File: src/rtl/cfg_slave_pkg.sv
`timescale 1ns/1ps
package cfg_slave_pkg;
  localparam int CFG_ADDR_W  = 4;
  localparam int CFG_DATA_W  = 9;
  localparam int CFG_BITS    = 6;
  localparam int ADDR_CONFIG = 0;
  localparam int ADDR_MUX    = 1;
  localparam int ADDR_GAIN0  = 2;

  typedef struct packed {
    logic ext_ref;
    logic single_byte;
    logic sha_mode;
    logic range_hi;
    logic slow;
    logic awake;
  } cfg_fields_t;

  localparam logic [CFG_BITS-1:0] CFG_RESET = 6'b000001;
endpackage

File: src/rtl/serial_sync.sv
`timescale 1ns/1ps
module serial_sync #(
  parameter int             W       = 3,
  parameter logic [W-1:0]   RST_VAL = '0
) (
  input  logic         clk,
  input  logic         rst_n,
  input  logic [W-1:0] d,
  output logic [W-1:0] q
);
  logic [W-1:0] stage1_q;
  logic [W-1:0] stage2_q;

  always_ff @(posedge clk or negedge rst_n) begin
    if (!rst_n) begin
      stage1_q <= RST_VAL;
      stage2_q <= RST_VAL;
    end else begin
      stage1_q <= d;
      stage2_q <= stage1_q;
    end
  end

  assign q = stage2_q;
endmodule

File: src/rtl/serial_frame.sv
`timescale 1ns/1ps
module serial_frame
  import cfg_slave_pkg::*;
#(
  parameter int ADDR_W = CFG_ADDR_W,
  parameter int DATA_W = CFG_DATA_W
) (
  input  logic              clk,
  input  logic              rst_n,
  input  logic              sel_n,
  input  logic              sck,
  input  logic              sdi,
  input  logic [DATA_W-1:0] rd_word,
  output logic [ADDR_W-1:0] rd_addr,
  output logic              wr_en,
  output logic [ADDR_W-1:0] wr_addr,
  output logic [DATA_W-1:0] wr_data,
  output logic              sdo,
  output logic              sdo_en,
  output logic              frm_read
);
  localparam int FRAME_LEN = 1 + ADDR_W + DATA_W;
  localparam int HDR_LEN   = 1 + ADDR_W;
  localparam int CNT_W     = $clog2(FRAME_LEN + 1);
  localparam logic [CNT_W-1:0] ADDR_DONE = CNT_W'(ADDR_W);
  localparam logic [CNT_W-1:0] HDR_CNT   = CNT_W'(HDR_LEN);
  localparam logic [CNT_W-1:0] LAST_CNT  = CNT_W'(FRAME_LEN - 1);
  localparam logic [CNT_W-1:0] FULL_CNT  = CNT_W'(FRAME_LEN);

  logic                 sck_q;
  logic                 sck_rise, sck_fall;
  logic [CNT_W-1:0]     cnt_q, cnt_d;
  logic [FRAME_LEN-2:0] shift_q, shift_d;
  logic [DATA_W-1:0]    rdsh_q, rdsh_d;
  logic                 read_q, read_d;
  logic                 sdo_q, sdo_d;
  logic                 en_q, en_d;

  assign sck_rise = sck & ~sck_q;
  assign sck_fall = ~sck & sck_q;

  // Address becomes complete with the current incoming bit
  assign rd_addr = {shift_q[ADDR_W-2:0], sdi};
  assign wr_addr = shift_q[DATA_W-1 +: ADDR_W];
  assign wr_data = {shift_q[DATA_W-2:0], sdi};
  assign wr_en   = ~sel_n & sck_rise & (cnt_q == LAST_CNT) & ~shift_q[FRAME_LEN-2];

  always_comb begin
    cnt_d   = cnt_q;
    shift_d = shift_q;
    rdsh_d  = rdsh_q;
    read_d  = read_q;
    sdo_d   = sdo_q;
    en_d    = en_q;
    if (sel_n) begin
      cnt_d  = '0;
      read_d = 1'b0;
      en_d   = 1'b0;
    end else begin
      if (sck_rise && (cnt_q != FULL_CNT)) begin
        shift_d = {shift_q[FRAME_LEN-3:0], sdi};
        cnt_d   = cnt_q + 1'b1;
        if (cnt_q == ADDR_DONE) begin
          read_d = shift_q[ADDR_W-1];
          rdsh_d = rd_word;
        end
      end
      if (sck_fall && read_q && (cnt_q >= HDR_CNT) && (cnt_q <= LAST_CNT)) begin
        sdo_d  = rdsh_q[DATA_W-1];
        rdsh_d = {rdsh_q[DATA_W-2:0], 1'b0};
        en_d   = 1'b1;
      end
    end
  end

  always_ff @(posedge clk or negedge rst_n) begin
    if (!rst_n) begin
      sck_q   <= 1'b0;
      cnt_q   <= '0;
      shift_q <= '0;
      rdsh_q  <= '0;
      read_q  <= 1'b0;
      sdo_q   <= 1'b0;
      en_q    <= 1'b0;
    end else begin
      sck_q   <= sck;
      cnt_q   <= cnt_d;
      shift_q <= shift_d;
      rdsh_q  <= rdsh_d;
      read_q  <= read_d;
      sdo_q   <= sdo_d;
      en_q    <= en_d;
    end
  end

  assign sdo      = sdo_q;
  assign sdo_en   = en_q;
  assign frm_read = read_q;
endmodule

File: src/rtl/cfg_regbank.sv
`timescale 1ns/1ps
module cfg_regbank
  import cfg_slave_pkg::*;
#(
  parameter int NUM_CH = 4,
  parameter int GAIN_W = 6,
  parameter int ADDR_W = CFG_ADDR_W,
  parameter int DATA_W = CFG_DATA_W
) (
  input  logic                     clk,
  input  logic                     rst_n,
  input  logic                     wr_en,
  input  logic [ADDR_W-1:0]        wr_addr,
  input  logic [DATA_W-1:0]        wr_data,
  input  logic [ADDR_W-1:0]        rd_addr,
  output logic [DATA_W-1:0]        rd_word,
  output logic [CFG_BITS-1:0]      cfg_bits,
  output logic [NUM_CH:0]          mux_bits,
  output logic [NUM_CH*GAIN_W-1:0] gain_flat,
  output logic [NUM_CH*DATA_W-1:0] ofs_flat
);
  localparam int MUX_W    = NUM_CH + 1;
  localparam int OFS_BASE = ADDR_GAIN0 + NUM_CH;
  localparam logic [ADDR_W-1:0] A_CFG = ADDR_W'(ADDR_CONFIG);
  localparam logic [ADDR_W-1:0] A_MUX = ADDR_W'(ADDR_MUX);

  logic [CFG_BITS-1:0] cfg_q, cfg_d;
  logic [MUX_W-1:0]    mux_q, mux_d;

  always_comb begin
    cfg_d = cfg_q;
    if (wr_en && (wr_addr == A_CFG)) cfg_d = wr_data[CFG_BITS-1:0];
    mux_d = mux_q;
    if (wr_en && (wr_addr == A_MUX)) mux_d = wr_data[MUX_W-1:0];
  end

  always_ff @(posedge clk or negedge rst_n) begin
    if (!rst_n) begin
      cfg_q <= CFG_RESET;
      mux_q <= '0;
    end else begin
      cfg_q <= cfg_d;
      mux_q <= mux_d;
    end
  end

  for (genvar c = 0; c < NUM_CH; c++) begin : g_ch
    localparam logic [ADDR_W-1:0] A_GAIN = ADDR_W'(ADDR_GAIN0 + c);
    localparam logic [ADDR_W-1:0] A_OFS  = ADDR_W'(OFS_BASE + c);
    logic [GAIN_W-1:0] gain_q, gain_d;
    logic [DATA_W-1:0] ofs_q, ofs_d;
    logic              gain_we, ofs_we;

    assign gain_we = wr_en && (wr_addr == A_GAIN);
    assign ofs_we  = wr_en && (wr_addr == A_OFS);

    always_comb begin
      gain_d = gain_q;
      if (gain_we) gain_d = wr_data[GAIN_W-1:0];
      ofs_d = ofs_q;
      if (ofs_we) ofs_d = wr_data;
    end

    always_ff @(posedge clk or negedge rst_n) begin
      if (!rst_n) begin
        gain_q <= '0;
        ofs_q  <= '0;
      end else begin
        gain_q <= gain_d;
        ofs_q  <= ofs_d;
      end
    end

    assign gain_flat[c*GAIN_W +: GAIN_W] = gain_q;
    assign ofs_flat[c*DATA_W +: DATA_W]  = ofs_q;
  end

  always_comb begin
    rd_word = '0;
    if (rd_addr == A_CFG) rd_word = DATA_W'(cfg_q);
    if (rd_addr == A_MUX) rd_word = DATA_W'(mux_q);
    for (int c = 0; c < NUM_CH; c++) begin
      if (rd_addr == ADDR_W'(ADDR_GAIN0 + c)) rd_word = DATA_W'(gain_flat[c*GAIN_W +: GAIN_W]);
      if (rd_addr == ADDR_W'(OFS_BASE + c))   rd_word = ofs_flat[c*DATA_W +: DATA_W];
    end
  end

  assign cfg_bits = cfg_q;
  assign mux_bits = mux_q;
endmodule

File: src/rtl/ofs_twos.sv
`timescale 1ns/1ps
module ofs_twos #(
  parameter int W = 9
) (
  input  logic [W-1:0] sm_in,
  output logic [W-1:0] tc_out
);
  logic [W-1:0] mag;

  assign mag    = {1'b0, sm_in[W-2:0]};
  assign tc_out = sm_in[W-1] ? (~mag + 1'b1) : mag;
endmodule

File: src/rtl/serial_cfg_slave.sv
`timescale 1ns/1ps
module serial_cfg_slave
  import cfg_slave_pkg::*;
#(
  parameter int NUM_CH = 4,
  parameter int GAIN_W = 6
) (
  input  logic                         clk,
  input  logic                         rst_n,
  input  logic                         sload_n,
  input  logic                         sclk,
  input  logic                         sdio_in,
  output logic                         sdio_out,
  output logic                         sdio_oe,
  output logic                         cfg_ext_ref,
  output logic                         cfg_single_byte,
  output logic                         cfg_sha_mode,
  output logic                         cfg_range_hi,
  output logic                         cfg_slow,
  output logic                         cfg_awake,
  output logic                         mux_reverse,
  output logic [NUM_CH-1:0]            mux_sel,
  output logic [NUM_CH*GAIN_W-1:0]     gain_codes,
  output logic [NUM_CH*CFG_DATA_W-1:0] offset_twos
);
  localparam int ADDR_W = CFG_ADDR_W;
  localparam int DATA_W = CFG_DATA_W;
  localparam int SNAP_W = CFG_BITS + NUM_CH + 1 + NUM_CH * (GAIN_W + DATA_W);

  logic                     sel_n_s, sck_s, sdi_s;
  logic [ADDR_W-1:0]        rd_addr, wr_addr;
  logic [DATA_W-1:0]        rd_word, wr_data;
  logic                     wr_en, frm_read;
  logic [CFG_BITS-1:0]      cfg_bits;
  logic [NUM_CH:0]          mux_bits;
  logic [NUM_CH*DATA_W-1:0] ofs_raw;
  logic [SNAP_W-1:0]        reg_snap;
  cfg_fields_t              cfg_f;

  serial_sync #(.W(3), .RST_VAL(3'b100)) u_sync (
    .clk   (clk),
    .rst_n (rst_n),
    .d     ({sload_n, sclk, sdio_in}),
    .q     ({sel_n_s, sck_s, sdi_s})
  );

  serial_frame #(.ADDR_W(ADDR_W), .DATA_W(DATA_W)) u_frame (
    .clk      (clk),
    .rst_n    (rst_n),
    .sel_n    (sel_n_s),
    .sck      (sck_s),
    .sdi      (sdi_s),
    .rd_word  (rd_word),
    .rd_addr  (rd_addr),
    .wr_en    (wr_en),
    .wr_addr  (wr_addr),
    .wr_data  (wr_data),
    .sdo      (sdio_out),
    .sdo_en   (sdio_oe),
    .frm_read (frm_read)
  );

  cfg_regbank #(.NUM_CH(NUM_CH), .GAIN_W(GAIN_W), .ADDR_W(ADDR_W), .DATA_W(DATA_W)) u_bank (
    .clk       (clk),
    .rst_n     (rst_n),
    .wr_en     (wr_en),
    .wr_addr   (wr_addr),
    .wr_data   (wr_data),
    .rd_addr   (rd_addr),
    .rd_word   (rd_word),
    .cfg_bits  (cfg_bits),
    .mux_bits  (mux_bits),
    .gain_flat (gain_codes),
    .ofs_flat  (ofs_raw)
  );

  for (genvar c = 0; c < NUM_CH; c++) begin : g_ofs
    ofs_twos #(.W(DATA_W)) u_conv (
      .sm_in  (ofs_raw[c*DATA_W +: DATA_W]),
      .tc_out (offset_twos[c*DATA_W +: DATA_W])
    );
  end

  assign cfg_f           = cfg_fields_t'(cfg_bits);
  assign cfg_ext_ref     = cfg_f.ext_ref;
  assign cfg_single_byte = cfg_f.single_byte;
  assign cfg_sha_mode    = cfg_f.sha_mode;
  assign cfg_range_hi    = cfg_f.range_hi;
  assign cfg_slow        = cfg_f.slow;
  assign cfg_awake       = cfg_f.awake;
  assign mux_reverse     = mux_bits[NUM_CH];
  assign mux_sel         = mux_bits[NUM_CH-1:0];
  assign reg_snap        = {cfg_bits, mux_bits, gain_codes, ofs_raw};
endmodule

File: config.mk
export PLATFORM = sky130hd
export DESIGN_NAME = serial_cfg_slave
export DESIGN_NICKNAME = d
export VERILOG_FILES = /design/src/rtl/cfg_slave_pkg.sv /design/src/rtl/serial_sync.sv /design/src/rtl/serial_frame.sv /design/src/rtl/cfg_regbank.sv /design/src/rtl/ofs_twos.sv /design/src/rtl/serial_cfg_slave.sv
export SDC_FILE = /design/constraint.sdc
export NUM_CORES = 1
export LEC_CHECK = 0
export BUFFER_PORTS_ARGS = -buffer_cell sky130_fd_sc_hd__buf_2
export CAP_MARGIN = 20
export CORE_MARGIN = 1
export CORE_UTILIZATION = 55
export CTS_BUF_LIST = sky130_fd_sc_hd__clkbuf_16
export CTS_CLUSTER_DIAMETER = 50
export DETAILED_ROUTE_END_ITERATION = 10
export GPL_TIMING_DRIVEN = 0
export PLACE_DENSITY = 0.77
export REMOVE_ABC_BUFFERS = 1
export SYNTH_ARGS = -nofsm -noshare
export SYNTH_HDL_FRONTEND = slang
export SYNTH_SLANG_ARGS = --single-unit
File: constraint.sdc
create_clock -name clk -period 4.9 [get_ports clk]
set_input_delay 0.735 -clock clk [delete_from_list [all_inputs] [get_ports clk]]
set_output_delay 0.735 -clock clk [all_outputs]
set_load 0.02 [all_outputs]
==> run summary, run 1 <==
CP Buf/Inv Count - 1
CTS max path bufs - 2
Worst slew pin tran - 1.080 ns
Outcome - completed
Antenna violations before repair - 0
Tmin final - 3.206 ns
Seq/Total Area, Yosys - 47.45%
Routed WL per cell - 18.00 µm
Worst EP arrival - 3.48 ns
Max Slew Vio Count - 0
Ys flop type - dfrtp_1
Combinational power share - 10.1%
Root buf cell - clkbuf_16
Reg2reg path depth - 6
Cell Int Power - 1.315 mW
Crit Reg-Reg Startpoint - u_frame.shift_q[1]
Final hold violations - 0
Global-route wire length before repair - 21,350 µm
Clock group share of total power - 35.2%
CTS Buf Count - 9
Post-Route Skew - 0.009781 ns
Final wirelength - 13,300 µm
Vias - 4,427
First DRT Iteration DRCs - 341
Slowest CP cell - dfrtp_1
Post-DP HPWL - 9397 µm
Crit-path max cell delay - 0.90 ns
Clock slew at reported path FFs - 0.07 ns
Tcrit/Tclk final - 65.43%
Worst-case vdd ir drop - 0.0001804 V
# DRC - 0
CP top delay family - compound AO/OA/AOI/OAI gates
Diodes inserted - 0
Hold depth - 0
Dpl cells - 723
CTS Hold Bufs - 0
Rows - 36
Ys Warns - 0
Core area - 9864 µm²
Synth Register Bits - 107
Fin cells - 739
GR Overflow Total - 0
Relative slew slack - 28.01%
Unrepaired setup endpoints after global routing - no
Hold Crit Start - u_sync.stage1_q[2]
Pleak - 3.099 nW
Total power divided by cell area - 289.7 nW/µm²
Final GP Congestion - 0.8725
Worst Path Required - 5.18 ns
Most used cell, CP - o21ai_0
TritonCTS clock tree - built
Nets - 615
R2r setup slk - 1.69 ns
P&R area growth vs syn - 12.22%
Avg Synthesized Cell Area - 10.37 µm²
Peak Freq - 311.9 MHz
Setup_tns - 0 ns
Hold Slack - 0.3564 ns
Detailed Routing Iterations Pass 1 - 5
Synth async-reset ratio - 100.0%
RR Endpoint - u_frame.rdsh_q[2]
CP Cell Sequence - clkinv_1 -> nor2_1 -> o21ai_0 -> a221oi_1 -> a2111oi_0 -> o21ai_0
Hold WC Path Type - flop to flop
Final ANT Viol Nets - 0
Library cells used by synthesis - 65
EDFF count, synth - 0
Critical setup path kind - flop to flop
Cts repair resizes - 0
H-tree Lvls - 3
Net load switching power - 0.5214 mW
Die Area - 10,680 µm²
Max FO, Critical Path - 27
Pin count of the biggest net entering global routing - 55
Switching Share - 28.39%
Max-cap viol count - 0
Die H - 103.4 µm
Seq pwr share - 54.7%
CP Capture Type - flop
Min-Delay Endpoint - u_sync.q[2]
Post-Syn Area - 5650 µm²
Post-Synthesis Cells - 545
Vias in the first global route - 4,166
Via-per-instance ratio - 5.991
Tot GR Track Use - 27.03%
Starting Density - 57.28%
Setup Buffers After CTS - 0
Die Wd - 103.4 µm
Final setup vio count - 0
Clock sinks - 107
Layout cell share with drive strength beyond 1 - 27.23%
# IOs - 78
Port Buf Inserts - 77
Crit path launch type - flop
Worst-skew pair later-pin latency - 0.35 ns
-- placed cells by master, fill, tap and decap left out, types with 5 or more instances in the layout --
master     Yosys  layout
nor2b_1        6       6
clkbuf_16      0       9
dfrtp_1      104     104
nor3_1         7       7
xnor2_1       25      25
o31ai_1        5       5
o21ai_0       61      61
nor2_1        26      26
mux2_2        56      56
inv_1         16      20
nand2_1       67      67
buf_2         10      76
ha_1           9       9
mux2i_1       12      12
nand2b_1      11      11
a21oi_1       21      21
-- through the flow --
stage | instance area, µm² | power [mW] | setup slack [ns] | util, %
floorplan | 5454 | 1.095 | 2.489 | -
global placement | 6006 | 1.187 | 1.807 | 60.88
detailed placement | 6082 | 1.201 | 1.786 | 61.66
CTS | 6341 | 1.839 | 1.765 | 64.28
global route | 6341 | 1.897 | 1.539 | 64.28
finish | 6341 | 1.837 | 1.694 | 64.28
-- metal layers --
metal | up-vias | global-route usage, % | part of all wire, %
li1 | 2046 | - | -
met1 | 2192 | 36.68 | 43
met2 | 163 | 43.91 | 49
met3 | 26 | 3.360 | 5.6
met4 | 0 | 11.81 | 2.5
met5 | - | 0 | 0
-- registers in the layout, summed over array words and instances (netlist names) --
signal and cells:
u_frame.rdsh_q 9, u_bank.g_ch.ofs_q 36, u_frame.frm_read 1, u_frame.sdo 1, u_bank.g_ch.gain_q 24, u_frame.sdo_en 1, u_frame.shift_q 13, u_sync.q 3
u_frame.sck_q 1, u_bank.mux_bits 5, u_sync.stage1_q 3, u_bank.cfg_bits 6, u_frame.cnt_q 4
-- Yosys cell counts, drive strengths merged, types with 3 or more instances --
library cell  instances  share of area [%]
a311oi                3               0.47
o22ai                 4               0.44
buf                  20                2.4
nand2                67                4.5
dfstp                 3                1.4
or3                   4               0.44
nor3b                 3               0.58
o21ai                63                5.8
o31a                  4               0.62
dfrtp               104                 46
mux2                 61                 12
nor2b                 6               0.66
o31ai                 5               0.66
nor4                  4               0.71
a211oi                3               0.40
or4                   4               0.60
nand2b               11                1.2
nor3                  8               0.80
nor2                 26                1.7
xnor2                25                3.9
ha                    9                2.0
clkbuf               16                1.1
a21oi                21                1.9
mux2i                12                2.1
inv                  16                1.1
nand3                 4               0.35
o221ai                4               0.62
-- kinds of logic (layout without fill, tap and decap cells) --
family | after synthesis | count (layout) | share of synthesized area [%]
XOR/XNOR | 27 | 27 | 4.185
adder cells (fa/ha/maj) | 9 | 9 | 1.993
buffers and inverters | 53 | 114 | 4.606
AND/OR/NAND/NOR | 148 | 148 | 13.13
multiplexers | 73 | 73 | 14.55
flip-flops | 107 | 107 | 47.45
AO/OA/AOI/OAI | 128 | 128 | 14.08
-- power by group through the flow --
stage               Combinational (mW)  Sequential [mW]  Clock [mW]
floorplan                        0.117            0.979           0
global placement                 0.169             1.02           0
detailed placement               0.182             1.02           0
CTS                              0.184             1.00       0.654
global route                     0.203             1.01       0.685
finish                           0.186             1.00       0.647
-- how the worst max path moves through the flow --
stage	startpoint	end	slack [ns]	depth (start not counted)
2_1_floorplan	u_frame.cnt_q[1]	u_bank.g_ch[0].ofs_q[2]	2.49	7
3_3_place_gp	u_frame.shift_q[1]	u_frame.rdsh_q[2]	1.81	6
3_5_place_dp	u_frame.shift_q[1]	u_frame.rdsh_q[2]	1.79	6
4_1_cts	u_frame.shift_q[1]	u_frame.rdsh_q[2]	1.76	6
5_1_grt	u_frame.shift_q[1]	u_frame.rdsh_q[2]	1.54	6
6_report	u_frame.shift_q[1]	u_frame.rdsh_q[2]	1.69	6
-- cell type report --
class / count / area (µm²)
Sequential cell: 107 / 2681
Multi-Input combinational cell: 385 / 2709
Fill cell: 799 / 3523
Timing Repair Buffer: 81 / 461.7
Inverter: 17 / 63.81
Tap cell: 133 / 166.4
Clock inverter: 7 / 33.78
Clock buffer: 9 / 225.2
Power figures use the tool's default switching activity.
==> inputs of run 2 (changes only) <==
==> constraint.sdc (replaced) <==
create_clock -name clk -period 3.1 [get_ports clk]
set_input_delay 0.465 -clock clk [delete_from_list [all_inputs] [get_ports clk]]
set_output_delay 0.465 -clock clk [all_outputs]
set_load 0.02 [all_outputs]
==> run summary, run 2 (synthesized netlist as in run 1, its figures left out) <==
Die H - 103.4 µm (unchanged)
Clock slew at reported path FFs - 0.07 ns (about the same)
# DRC - 0 (unchanged)
Final setup vio count - 0 (unchanged)
Setup WS pre-CTS - -0.01353 ns (was 1.786 ns)
Worst slew pin tran - 0.8800 ns (was 1.080 ns)
Layout cell share with drive strength beyond 1 - 27.56% (was 27.23%)
Detailed Routing Iterations Pass 1 - 5 (unchanged)
TritonCTS clock tree - built (unchanged)
Commonest non-fill, non-tap cell in the layout - dfrtp_1 (unchanged)
Antenna violations before repair - 0 (unchanged)
CTS max path bufs - 2 (unchanged)
Seq. cell area - 2683 µm² (was 2681 µm²)
Dpl cells - 723 (unchanged)
Clock sinks - 107 (unchanged)
Final hold violations - 0 (unchanged)
Peak Freq - 337.9 MHz (was 311.9 MHz)
Diodes inserted - 0 (unchanged)
Port Buf Inserts - 77 (unchanged)
GR Overflow Total - 0 (unchanged)
Most frequent cells in the layout - 103 x dfrtp_1, 76 x buf_2, 67 x nand2_1 (was 104 x dfrtp_1, 76 x buf_2, 67 x nand2_1)
Pleak - 3.098 nW (was 3.099 nW)
Worst setup margin - 0.1409 ns (was 1.694 ns)
Max FO, Critical Path - 27 (unchanged)
Outcome - completed (unchanged)
CP Capture Type - flop (unchanged)
Tcrit/Tclk final - 95.45% (was 65.43%)
Multi-input gate area - 2711 µm² (was 2709 µm²)
Worst Path Required - 3.38 ns (was 5.18 ns)
H-tree Lvls - 3 (unchanged)
Max-cap viol count - 0 (unchanged)
Hold Slack - 0.1656 ns (was 0.3564 ns)
Max Slew Vio Count - 0 (unchanged)
First DRT Iteration DRCs - 342 (was 341)
Most used cell, CP - o21ai_0 (unchanged)
Worst-case vdd ir drop - 0.0002856 V (was 0.0001804 V)
Global-route wire length before repair - 21,350 µm (unchanged)
P&R area growth vs syn - 12.29% (was 12.22%)
Hold WC Path Type - primary input to async pin (was flop to flop)
Core area - 9864 µm² (unchanged)
Routed WL per cell - 18.01 µm (was 18.00 µm)
Final wirelength - 13,310 µm (was 13,300 µm)
Post-Route Skew - 0.009568 ns (was 0.009781 ns)
Final ANT Viol Nets - 0 (unchanged)
Vias - 4,444 (was 4,427)
Critical setup path kind - flop to flop (unchanged)
Tmin final - 2.959 ns (was 3.206 ns)
Nets - 615 (unchanged)
Worst-skew pair later-pin latency - 0.35 ns (about the same)
Tot GR Track Use - 27.03% (unchanged)
Final GP Congestion - 0.8725 (unchanged)
Relative slew slack - 41.22% (was 28.01%)
Via-per-instance ratio - 6.014 (was 5.991)
Worst EP arrival - 3.23 ns (was 3.48 ns)
Vias in the first global route - 4,166 (unchanged)
Starting Density - 57.28% (unchanged)
Unrepaired setup endpoints after global routing - no (unchanged)
Pin count of the biggest net entering global routing - 55 (unchanged)
Die Area - 10,680 µm² (unchanged)
# IOs - 78 (unchanged)
Rows - 36 (unchanged)
Slowest CP cell - dfrtp_1 (unchanged)
Setup Buffers After CTS - 0 (unchanged)
Die Wd - 103.4 µm (unchanged)
Setup_tns - 0 ns (unchanged)
Total power divided by cell area - 458.0 nW/µm² (was 289.7 nW/µm²)
CP Cell Sequence - clkinv_1 -> nor2_2 -> o21ai_0 -> a221oi_1 -> a2111oi_0 -> o21ai_0 (was clkinv_1 -> nor2_1 -> o21ai_0 -> a221oi_1 -> a2111oi_0 -> o21ai_0)
Biggest regs - u_bank.g_ch.ofs_q: 36 flops, u_bank.g_ch.gain_q: 24 flops, u_frame.shift_q: 13 flops (unchanged)
Max reg flops - 36 (unchanged)
Crit-path max cell delay - 0.92 ns (was 0.90 ns)
Crit path launch type - flop (unchanged)
Fin cells - 739 (unchanged)
CTS Buf Count - 9 (unchanged)
Top reg by flops - u_bank.g_ch.ofs_q (unchanged)
Total Power - 2.906 mW (was 1.837 mW)
Post-DP HPWL - 9397 µm (unchanged)
Fillers - 802 (was 799)
Root buf cell - clkbuf_16 (unchanged)
-- run 2: final timing paths --
| kind | start | endpoint | slack, ns | depth (start not counted) |
|---|---|---|---|---|
| setup / recovery | u_frame.shift_q[1] | u_frame.rdsh_q[2] | 0.14 | 6 |
| hold / removal | rst_n | u_bank.g_ch[2].ofs_q[1] | 0.17 | 1 |
| setup reg to reg | u_frame.shift_q[1] | u_frame.rdsh_q[2] | 0.14 | 6 |
| hold reg to reg | u_sync.stage1_q[2] | u_sync.q[2] | 0.36 | 0 |
| max in group asynchronous | rst_n | u_sync.q[2] | 2.17 | 2 |
| min in group clk | sload_n | u_sync.stage1_q[2] | 0.21 | 1 |
-- run 2: per-layer routing --
layer | up-vias | wire length [µm] | GRT usage [%]
met5 | - | 0 | 0
met4 | 0 | 333 | 11.81
met3 | 26 | 742 | 3.360
met2 | 174 | 6498 | 43.91
met1 | 2196 | 5733 | 36.68
li1 | 2048 | - | -
-- run 2: where the power goes --
| part | leakage (nW) | switching [mW] | internal, mW | total (mW) |
|---|---|---|---|---|
| Combinational | 1.50 | 0.183 | 0.113 | 0.295 |
| Clock | 0.134 | 0.490 | 0.531 | 1.02 |
| Sequential | 1.46 | 0.154 | 1.44 | 1.59 |
-- run 2: final cells by class --
| cell class | count | area share [%] |
|---|---|---|
| inverter | 17 | 1.006 |
| tap | 133 | 2.623 |
| clock buffer | 9 | 3.550 |
| multi-input combinational | 385 | 42.73 |
| clock inverter | 7 | 0.5324 |
| sequential | 107 | 42.28 |
| timing repair buffer | 81 | 7.277 |
-- run 2: worst max-delay path, delay by kind of cell, from the launching register on --
family	cells	cell delay, ns
simple gates	1	0.57
flops	1	0.92
buf+inv	1	0.54
compound gates	4	0.85
-- run 2: what timing repair did --
action / in CTS / in global routing
gates cloned: 0 / 0
hold endpoints to repair: 0 / 0
endpoints found under the setup margin: 1 / 1
resized for setup: 1 / 1
hold buffers: 0 / 0
-- run 2: per-stage QoR --
step	utilization, %	area, µm²
after global routing	64.32	6345
after CTS	64.31	6344
after floorplan	-	5454
after detailed placement	61.66	6082
after global placement	60.88	6006
final	64.32	6345
==> inputs of run 3 (changes only) <==
--- a/config.mk
+++ b/config.mk
@@ -5,6 +5,7 @@
 export SDC_FILE = /design/constraint.sdc
 export NUM_CORES = 1
 export LEC_CHECK = 0
+export ABC_AREA = 1
 export BUFFER_PORTS_ARGS = -buffer_cell sky130_fd_sc_hd__buf_2
 export CAP_MARGIN = 20
 export CORE_MARGIN = 1
@@ -15,6 +16,7 @@
 export GPL_TIMING_DRIVEN = 0
 export PLACE_DENSITY = 0.77
 export REMOVE_ABC_BUFFERS = 1
+export SETUP_SLACK_MARGIN = 0.15
 export SYNTH_ARGS = -nofsm -noshare
 export SYNTH_HDL_FRONTEND = slang
 export SYNTH_SLANG_ARGS = --single-unit
==> run summary, run 3 <==
Outcome - completed (unchanged)
Commonest non-fill, non-tap cell in the layout - nand2_1 (was dfrtp_1)
Avg Synthesized Cell Area - 8.136 µm² (was 10.37 µm²)
Dpl cells - 876 (was 723)
Crit path launch type - flop (unchanged)
Post-Synthesis Cells - 690 (was 545)
Core area - 9819 µm² (was 9864 µm²)
Post-Syn Area - 5614 µm² (was 5650 µm²)
Peak Freq - 410.7 MHz (was 337.9 MHz)
Worst-skew pair later-pin latency - 0.34 ns (was 0.35 ns)
GR Layer Usage met1 - 38.40% (was 36.68%)
Final setup vio count - 0 (unchanged)
Setup Buffers After CTS - 0 (unchanged)
EDFF count, synth - 0 (unchanged)
Top cell type's share of synthesized area - 46.36% (was 46.06%)
Worst setup margin - 0.6654 ns (was 0.1409 ns)
Fin util - 64.09% (was 64.32%)
Worst-case vdd ir drop - 0.0002490 V (was 0.0002856 V)
Root buf cell - clkbuf_16 (unchanged)
CP Capture Type - output pin (was flop)
Unrepaired setup endpoints after global routing - no (unchanged)
Layer with the highest usage - met2 (unchanged)
Worst Path Required - 2.63 ns (was 3.38 ns)
Die H - 103.0 µm (was 103.4 µm)
Pleak - 3.330 nW (was 3.098 nW)
Setup_tns - 0 ns (unchanged)
Post-synth top area cell - dfrtp_1 (unchanged)
P&R area growth vs syn - 12.10% (was 12.29%)
Max reg flops - 36 (unchanged)
Pin count of the biggest net entering global routing - 72 (was 55)
Via-per-instance ratio - 5.457 (was 6.014)
# DRC - 0 (unchanged)
Max FO, Critical Path - 4 (was 27)
Hold WC Path Type - primary input to async pin (unchanged)
Met3 Use GR - 4.203% (was 3.360%)
Top post-synthesis cells by area - dfrtp_1 46%, nand2_1 13%, o21ai_0 5.3% (was dfrtp_1 46%, mux2_2 11%, o21ai_0 5.4%)
Clock slew at reported path FFs - 0.07 ns (about the same)
Diodes inserted - 0 (unchanged)
H-tree Lvls - 3 (unchanged)
Cts repair resizes - 0 (was 1)
First DRT Iteration DRCs - 335 (was 342)
Tmin final - 2.435 ns (was 2.959 ns)
Top cells by count, synth - 188 x nand2_1, 104 x dfrtp_1, 70 x inv_1 (was 104 x dfrtp_1, 67 x nand2_1, 61 x o21ai_0)
Most frequent cells in the layout - 188 x nand2_1, 104 x dfrtp_1, 76 x buf_2 (was 103 x dfrtp_1, 76 x buf_2, 67 x nand2_1)
Global-route wire length before repair - 21,770 µm (was 21,350 µm)
Library cells used by synthesis - 37 (was 65)
Rows - 36 (unchanged)
Final ANT Viol Nets - 0 (unchanged)
Worst EP arrival - 1.97 ns (was 3.23 ns)
Max Slew Vio Count - 0 (unchanged)
GR Overflow Total - 0 (unchanged)
CTS Buf Count - 9 (unchanged)
Fin cells - 892 (was 739)
Total power divided by cell area - 453.0 nW/µm² (was 458.0 nW/µm²)
Port Buf Inserts - 77 (unchanged)
Antenna violations before repair - 0 (unchanged)
Seq/Total Area, Yosys - 47.76% (was 47.45%)
Layout cell share with drive strength beyond 1 - 16.73% (was 27.56%)
GR Util met2 - 44.05% (was 43.91%)
Synth async-reset ratio - 100.0% (unchanged)
Setup WS pre-CTS - 0.9315 ns (was -0.01353 ns)
TritonCTS clock tree - built (unchanged)
Relative slew slack - 57.59% (was 41.22%)
Final GP Congestion - 0.8743 (was 0.8725)
Tot GR Track Use - 27.61% (was 27.03%)
CTS Hold Bufs - 0 (unchanged)
Biggest regs - u_bank.g_ch.ofs_q: 36 flops, u_bank.g_ch.gain_q: 24 flops, u_frame.shift_q: 13 flops (unchanged)
Vias in the first global route - 4,229 (was 4,166)
Ys flop type - dfrtp_1 (unchanged)
Synth Register Bits - 107 (unchanged)
Post-Route Skew - 0.005307 ns (was 0.009568 ns)
Worst slew pin tran - 0.6355 ns (was 0.8800 ns)
Ys Warns - 0 (unchanged)
Top reg by flops - u_bank.g_ch.ofs_q (unchanged)
# IOs - 78 (unchanged)
Routed WL per cell - 15.51 µm (was 18.01 µm)
Die Wd - 103.0 µm (was 103.4 µm)
Clock sinks - 107 (unchanged)
Most numerous cell in the Yosys netlist - nand2_1 (was dfrtp_1)
Detailed Routing Iterations Pass 1 - 5 (unchanged)
Tcrit/Tclk final - 78.53% (was 95.45%)
Nets - 768 (was 615)
Vias - 4,868 (was 4,444)
Max-cap viol count - 0 (unchanged)
Starting Density - 57.17% (was 57.28%)
Final wirelength - 13,840 µm (was 13,310 µm)
Die Area - 10,620 µm² (was 10,680 µm²)
Critical setup path kind - flop to output pin (was flop to flop)
CTS max path bufs - 2 (unchanged)
Post-DP HPWL - 9895 µm (was 9397 µm)
Final hold violations - 0 (unchanged)
-- run 3: layer usage --
| layer | vias to the layer above | share of wire (%) | wire length, µm |
|---|---|---|---|
| met5 | - | 0 | 0 |
| met4 | 0 | 2.1 | 286 |
| met3 | 27 | 5.9 | 823 |
| met2 | 195 | 48 | 6658 |
| met1 | 2303 | 44 | 6069 |
| li1 | 2343 | - | - |
-- run 3: kinds of logic after synthesis --
family                     after synthesis  synth area share, %
and+or+nand+nor                        314                24.96
xor gates and xnor gates                26                4.056
buffers and inverters                   98                8.090
adders and majority gates                9                2.006
AOI/OAI and AO/OA                      136                13.13
DFF                                    107                47.76
-- run 3: path summary, 6_finish.rpt --
kind                                      endpoint  slack, ns               startpoint  depth (start not counted)
setup / recovery                   offset_twos[15]       0.67  u_bank.g_ch[1].ofs_q[0]                          8
hold / removal             u_bank.g_ch[0].ofs_q[5]       0.08                    rst_n                          1
setup reg to reg                 u_frame.rdsh_q[2]       0.86       u_frame.shift_q[0]                          8
hold reg to reg                        u_sync.q[0]       0.35       u_sync.stage1_q[0]                          0
max in group asynchronous       u_sync.stage1_q[2]       2.24                    rst_n                          2
min in group clk                u_sync.stage1_q[2]       0.22                  sload_n                          1
-- run 3: layout make-up --
type / count / area, µm²
tap: 133 / 166.4
clock inverter: 7 / 52.55
multi-input combinational: 485 / 2479
inverter: 73 / 274.0
sequential: 107 / 2681
clock buffer: 9 / 225.2
timing repair buffer: 78 / 415.4
fill: 857 / 3526
-- run 3: per-stage QoR --
stage                     hold slack [ns]  total power, mW  cell area, µm²
after global routing               0.1228            2.950            6294
after CTS                         0.09859            2.855            6294
after floorplan                    0.1694            1.647            5434
after global placement             0.3339            1.763            5986
final                             0.08122            2.851            6294
after detailed placement           0.3403            1.776            6016
-- run 3: critical path, stage by stage, from the launching register on --
cell	delay (ns)
dfrtp_1	0.41
inv_1	0.10
ha_1	0.15
inv_1	0.05
nor3_1	0.19
nor3b_1	0.26
or2_2	0.16
xor2_1	0.13
buf_2	0.17
-- run 3: where the power goes --
group / internal, mW / total, mW / switching [mW]
registers: 1.43 / 1.46 / 0.0275
clock network: 0.610 / 1.10 / 0.486
logic: 0.0529 / 0.299 / 0.246
total: 2.09 / 2.85 / 0.759
